## config.mk

```make
export PLATFORM = sky130hd
export DESIGN_NAME = mutex_bank
export DESIGN_NICKNAME = d
export VERILOG_FILES = /design/src/rtl/mutex_pkg.sv /design/src/rtl/mutex_ctrl.sv /design/src/rtl/mutex_dp.sv /design/src/rtl/mutex_bank.sv
export SDC_FILE = /design/constraint.sdc
export NUM_CORES = 1
export LEC_CHECK = 0
export CORE_ASPECT_RATIO = 0.75
export CORE_MARGIN = 1.5
export CORE_UTILIZATION = 55
export CTS_CLUSTER_DIAMETER = 30
export DETAILED_ROUTE_END_ITERATION = 7
export DONT_BUFFER_PORTS = 1
export PLACE_DENSITY = 0.81
export RECOVER_POWER = 25
export REMOVE_ABC_BUFFERS = 1
export SYNTH_ARGS = -nofsm -noshare
export SYNTH_HDL_FRONTEND = slang
export SYNTH_SLANG_ARGS = --single-unit
```

## constraint.sdc

```tcl
create_clock -name clk -period 2.2 [get_ports clk]
set_clock_uncertainty 0.15 [all_clocks]
set_input_delay 0.44 -clock clk [delete_from_list [all_inputs] [get_ports clk]]
set_output_delay 0.44 -clock clk [all_outputs]
set_load 0.05 [all_outputs]
```

## src/rtl/mutex_pkg.sv

```systemverilog
package mutex_pkg;

  // Default size of the bank
  localparam int unsigned MTX_CORES_DEF = 4;
  localparam int unsigned MTX_LOCKS_DEF = 8;

  // Widest holder id the strobe struct can carry (up to 256 cores)
  localparam int unsigned OWNER_W_MAX = 8;

  // Per-lock update strobe from control to datapath
  typedef struct packed {
    logic                   take;  // set held, load holder id
    logic                   drop;  // clear held, clear holder id
    logic [OWNER_W_MAX-1:0] who;   // winning core for a take
  } lockStrobe_t;

endpackage

```

## src/rtl/mutex_ctrl.sv

```systemverilog
module mutex_ctrl
  import mutex_pkg::*;
#(
  parameter int unsigned NumCores = MTX_CORES_DEF,
  parameter int unsigned NumLocks = MTX_LOCKS_DEF,
  parameter int unsigned IdW      = 2,
  parameter int unsigned IxW      = 3
) (
  input  logic [NumCores-1:0]     coreValid,
  input  logic [NumCores-1:0]     coreWrite,
  input  logic [NumCores-1:0]     coreWData,
  input  logic [NumCores*IxW-1:0] coreIndex,
  input  logic [NumLocks-1:0]     lockHeld,
  input  logic [NumLocks*IdW-1:0] lockOwner,
  output lockStrobe_t [NumLocks-1:0] strobes
);

  for (genvar m = 0; m < NumLocks; m++) begin : g_lock
    logic [NumCores-1:0]    acqReq;
    logic [NumCores-1:0]    relReq;
    logic [IdW-1:0]         curOwner;
    logic                   ownerRel;
    logic [OWNER_W_MAX-1:0] winner;

    // Sort write requests aimed at this lock into claims and releases
    always_comb begin
      acqReq = '0;
      relReq = '0;
      for (int c = 0; c < NumCores; c++) begin
        if (coreValid[c] && coreWrite[c] &&
            (coreIndex[c*IxW +: IxW] == IxW'(m))) begin
          acqReq[c] = coreWData[c];
          relReq[c] = !coreWData[c];
        end
      end
    end

    assign curOwner = lockOwner[m*IdW +: IdW];

    // Only the release from the current holder counts
    always_comb begin
      ownerRel = 1'b0;
      for (int c = 0; c < NumCores; c++) begin
        if (relReq[c] && (curOwner == IdW'(c))) ownerRel = 1'b1;
      end
    end

    // Fixed priority: scan downward so the lowest claimant is kept
    always_comb begin
      winner = '0;
      for (int c = NumCores - 1; c >= 0; c--) begin
        if (acqReq[c]) winner = OWNER_W_MAX'(c);
      end
    end

    assign strobes[m] = '{take: (!lockHeld[m] && (|acqReq)),
                          drop: (lockHeld[m] && ownerRel),
                          who:  winner};
  end

endmodule

```

## src/rtl/mutex_dp.sv

```systemverilog
module mutex_dp
  import mutex_pkg::*;
#(
  parameter int unsigned NumCores = MTX_CORES_DEF,
  parameter int unsigned NumLocks = MTX_LOCKS_DEF,
  parameter int unsigned IdW      = 2,
  parameter int unsigned IxW      = 3
) (
  input  logic                      clk,
  input  logic                      rstN,
  input  lockStrobe_t [NumLocks-1:0] strobes,
  input  logic [NumCores-1:0]       coreValid,
  input  logic [NumCores-1:0]       coreWrite,
  input  logic [NumCores*IxW-1:0]   coreIndex,
  output logic [NumLocks-1:0]       lockHeld,
  output logic [NumLocks*IdW-1:0]   lockOwner,
  output logic [NumCores-1:0]       coreRValid,
  output logic [NumCores-1:0]       coreRData
);

  logic [NumCores-1:0] rdReq;
  logic [NumCores-1:0] rdHit;

  // Held bits and holder ids
  always_ff @(posedge clk or negedge rstN) begin
    if (!rstN) begin
      lockHeld  <= '0;
      lockOwner <= '0;
    end else begin
      for (int m = 0; m < NumLocks; m++) begin
        if (strobes[m].take) begin
          lockHeld[m]               <= 1'b1;
          lockOwner[m*IdW +: IdW]   <= strobes[m].who[IdW-1:0];
        end else if (strobes[m].drop) begin
          lockHeld[m]               <= 1'b0;
          lockOwner[m*IdW +: IdW]   <= '0;
        end
      end
    end
  end

  // Ownership lookup, done against the state at the start of the cycle
  always_comb begin
    for (int c = 0; c < NumCores; c++) begin
      rdReq[c] = coreValid[c] && !coreWrite[c];
      rdHit[c] = 1'b0;
      for (int m = 0; m < NumLocks; m++) begin
        if (rdReq[c] && (coreIndex[c*IxW +: IxW] == IxW'(m)) &&
            lockHeld[m] && (lockOwner[m*IdW +: IdW] == IdW'(c)))
          rdHit[c] = 1'b1;
      end
    end
  end

  always_ff @(posedge clk or negedge rstN) begin
    if (!rstN) begin
      coreRValid <= '0;
      coreRData  <= '0;
    end else begin
      coreRValid <= rdReq;
      coreRData  <= rdHit;
    end
  end

endmodule

```

## src/rtl/mutex_bank.sv

```systemverilog
module mutex_bank
  import mutex_pkg::*;
#(
  parameter int unsigned NumCores = MTX_CORES_DEF,
  parameter int unsigned NumLocks = MTX_LOCKS_DEF,
  localparam int unsigned IdW = (NumCores > 1) ? $clog2(NumCores) : 1,
  localparam int unsigned IxW = (NumLocks > 1) ? $clog2(NumLocks) : 1
) (
  input  logic                      clk,
  input  logic                      rstN,
  input  logic [NumCores-1:0]       coreValid,
  input  logic [NumCores-1:0]       coreWrite,
  input  logic [NumCores-1:0]       coreWData,
  input  logic [NumCores*IxW-1:0]   coreIndex,
  output logic [NumCores-1:0]       coreRValid,
  output logic [NumCores-1:0]       coreRData
);

  lockStrobe_t [NumLocks-1:0] strobes;
  logic [NumLocks-1:0]       lockHeld;
  logic [NumLocks*IdW-1:0]   lockOwner;

  mutex_ctrl #(
    .NumCores(NumCores), .NumLocks(NumLocks), .IdW(IdW), .IxW(IxW)
  ) uCtrl (
    .coreValid(coreValid),
    .coreWrite(coreWrite),
    .coreWData(coreWData),
    .coreIndex(coreIndex),
    .lockHeld (lockHeld),
    .lockOwner(lockOwner),
    .strobes  (strobes)
  );

  mutex_dp #(
    .NumCores(NumCores), .NumLocks(NumLocks), .IdW(IdW), .IxW(IxW)
  ) uDp (
    .clk       (clk),
    .rstN      (rstN),
    .strobes   (strobes),
    .coreValid (coreValid),
    .coreWrite (coreWrite),
    .coreIndex (coreIndex),
    .lockHeld  (lockHeld),
    .lockOwner (lockOwner),
    .coreRValid(coreRValid),
    .coreRData (coreRData)
  );

endmodule

```

==> impl_metrics.csv <==
group,metric,value,unit
floorplanning,die_w,81.3,um
logic_synthesis,postSynthCellCount,337,
cells_and_area,finalNonFillerCells,383,
logic_synthesis,synth_top_area_share,31.7,%
grt,grt_pass1_wl,12300,um
run,maxCapViolCount,0,
logic_synthesis,synth_edf_count,0,
timing,drv_slew,0,
power_and_ir_drop,ir_drop,0.000629,V
worst_setup_path,cp.arrival,2.03,ns
power_and_ir_drop,power_density,879,mW/mm^2
routing,drtAntennaViolNets,0,
timing,clock.fmax,497,MHz
timing,slew_headroom,47.5,%
worst_setup_path,critical_path_class,"reg2reg",
routing,drtIter0Drc,405,
routing,wire_per_inst,20.8,um
floorplanning,io_pins,34,
place,dp_hpwl,5820,um
worst_setup_path,ff2ff_setup_slack,0.19,ns
power_and_ir_drop,p_clk_share,21.2,%
timing,post-route-min-period,2.01,ns
cells_and_area,drive_gt1_share,6.15,%
logic_synthesis,synth-warning-count,0,
power_and_ir_drop,internal-power,0.00134,W
cts,cts_made_buffers,5,
cells_and_area,area_delta_synth_final,3.66,%
worst_setup_path,worst_ep_required_time,2.22,ns
routing,drc,0,
routing,via_count,2756,
logic_synthesis,syn_avg_cell_area,7.51,sq um
floorplanning,initial_core_util,57.0,%
cts,clock_sink_count,32,
logic_synthesis,ys_seq_elements,32,
timing,finalCritPeriodShare,91.5,%
worst_setup_path,critPathMaxFanout,8,
logic_synthesis,async_flop_share,100,%
floorplanning,die_height,61.7,um
routing,routed_wl,7970,um
worst_setup_path,start_kind,"register",
floorplanning,core,0.00444,sq mm
power_and_ir_drop,p_leak,1.05,nW
cts,cts_tree,"built",
floorplanning,die-area,0.00502,sq mm
place,portBuffers,0,
power_and_ir_drop,p_comb_share,27.6,%
cts,path_clk_slew,0.07,ns
cts,h-tree-depth,2,
logic_synthesis,synth_top_cell_by_area,"dfrtp_1",
cells_and_area,fin_nets,350,
timing,worst_slew_pin_slew,0.787,ns
grt,first_global_vias,2464,
cells_and_area,final_common_cell,"nand2_1",
timing,hold_viol,0,
logic_synthesis,synthFlopType,"dfrtp_1",
worst_setup_path,endpoint_kind,"register",
worst_setup_path,cp_slowest_cell,"or4b_1",
cts,postCtsResizedCells,0,
routing,via_per_inst,7.20,
power_and_ir_drop,fin_total_pwr,0.00230,W
power_and_ir_drop,p_sw,0.000969,W
cts,clk_path_buf_depth,2,
worst_setup_path,cpLargestDelayFamily,"compound AO/OA/AOI/OAI gates",
power_and_ir_drop,p_sw_share,42.0,%
run_status,outcome,"finished, final reports clean",
logic_synthesis,synthTopCellsByArea,"dfrtp_1 32%, nand2_1 6.8%, nor2_1 6.4%",
logic_synthesis,synth.distinct_cells,57,
grt,grt_start_max_net_pins,33,
cts,post_cts_buffers,0,
cts,clkLatencyLatePin,0.29,ns
cells_and_area,final_cell_mix,"46 x nand2_1, 43 x nor2_1, 32 x dfrtp_1",
cts,root_buffer,"clkbuf_8",
floorplanning,core.rowCount,21,
grt,grt_overflow,0,
timing,grt_setup_unrepaired,"false",
timing,setup_violations,0,
logic_synthesis,syn_area,0.00253,sq mm
worst_setup_path,cp_cell_sequence,"or4b_1 > o32a_1 > o221a_1 > o41ai_2 > o21ai_1",
grt,grt_usage,33.5,%
worst_setup_path,path_buf_inv,0,
worst_setup_path,max_stage_delay,0.49,ns
timing,setup_tns,0,ns
place,dp.cells,372,
power_and_ir_drop,pwr-share-seq,51.2,%
cts,cts_hold_buf,2,
logic_synthesis,synth-seq-area-share,31.7,%
grt,grt_antenna_before_repair,0,
routing,first_pass_iters,6,
min_path,hold_class,"in2reg",
place,place.gp.congestion,0.981,
## worst reg2reg max path, cell delays in order, from the launching register on
cell	delay, ns
dfrtp_1	0.46
or4b_1	0.49
o32a_1	0.37
o221a_1	0.26
o41ai_2	0.05
o21ai_1	0.10
## routing by layer
metal  track usage, %  wire (um)  up-vias
met5                0          0        -
met4             11.6        180        0
met3             11.4        956       32
met2             52.9       3430      201
met1             43.3       3400     1285
li1                 -          -     1238
## cell families (layout without fill, tap and decap cells)
family,after synthesis,after routing,synth area share [%]
AND/OR/NAND/NOR,194,194,40.9
AO/OA/AOI/OAI,79,79,21.9
flip-flops,32,32,31.7
buffers and inverters,32,20,5.64
other,0,1,0
## synthesized netlist by cell type, drive strengths merged, types with 2 or more instances
cell and n:
and2 2, a21o 7, or4b 2, nand2b 6
nor3b 2, and4b 3, or3b 2, nor4 7
o32ai 4, nand3b 4, a311oi 3, dfrtp 32
nor3 12, buf 4, o31ai 3, nand4 12
o22ai 12, o21ai 15, nor4b 6, nand3 17
a32o 3, nand2 46, a21oi 12, or2 3
inv 6, a22oi 2, o41ai 2, or4 4
a31oi 3, nor2b 9, clkbuf 22, nand4b 6
or3 2, nor2 43, and3 3
## path summary, 6_finish.rpt
check | start | end | cells after the start
min reg2reg | uDp.lockHeld[0] | uDp.lockHeld[0] | 1
max reg2reg | uDp.lockOwner[1] | uDp.lockHeld[0] | 5
max in group asynchronous | rstN | uDp.lockHeld[0] | 2
min in group asynchronous | rstN | uDp.lockHeld[7] | 2
min | coreWrite[1] | uDp.coreRValid[1] | 1
max | uDp.lockOwner[1] | uDp.lockHeld[0] | 5
## layout make-up
type                    count  area, sq um
multi-input cells         273         1590
flip-flops and latches     32          801
diodes                      1         2.50
clock buffers               7         86.3
inverters                   6         22.5
repair buffers              6         45.0
well taps                  57         71.3
clock inverters             1         7.51
fillers                   389         1820
## sequential cells by signal, indices dropped and copies added, names as in the netlist
signal,cells
uDp.coreRData,4
uDp.lockHeld,8
uDp.lockOwner,16
uDp.coreRValid,4
## through the flow
stage / hold WS [ns] / util [%] / setup WS (ns) / cell area [sq um]
floorplan: -0.00559 / - / 0.219 / 2410
global placement: -0.00491 / 56.6 / 0.168 / 2510
detailed placement: -0.00498 / 56.6 / 0.153 / 2510
CTS: 0.0486 / 59.3 / 0.194 / 2640
global route: 0.0323 / 59.0 / 0.0866 / 2620
finish: 0.0482 / 59.1 / 0.186 / 2620
## power by group through the flow
stage          Clock (W)  Combinational [W]  Sequential, W
6_report        0.000490           0.000635        0.00118
5_1_grt         0.000530           0.000712        0.00122
4_1_cts         0.000491           0.000629        0.00116
2_1_floorplan          0           0.000504        0.00107
3_3_place_gp           0           0.000595        0.00117
3_5_place_dp           0           0.000609        0.00117
No activity file was read; power rests on OpenSTA's default activity.
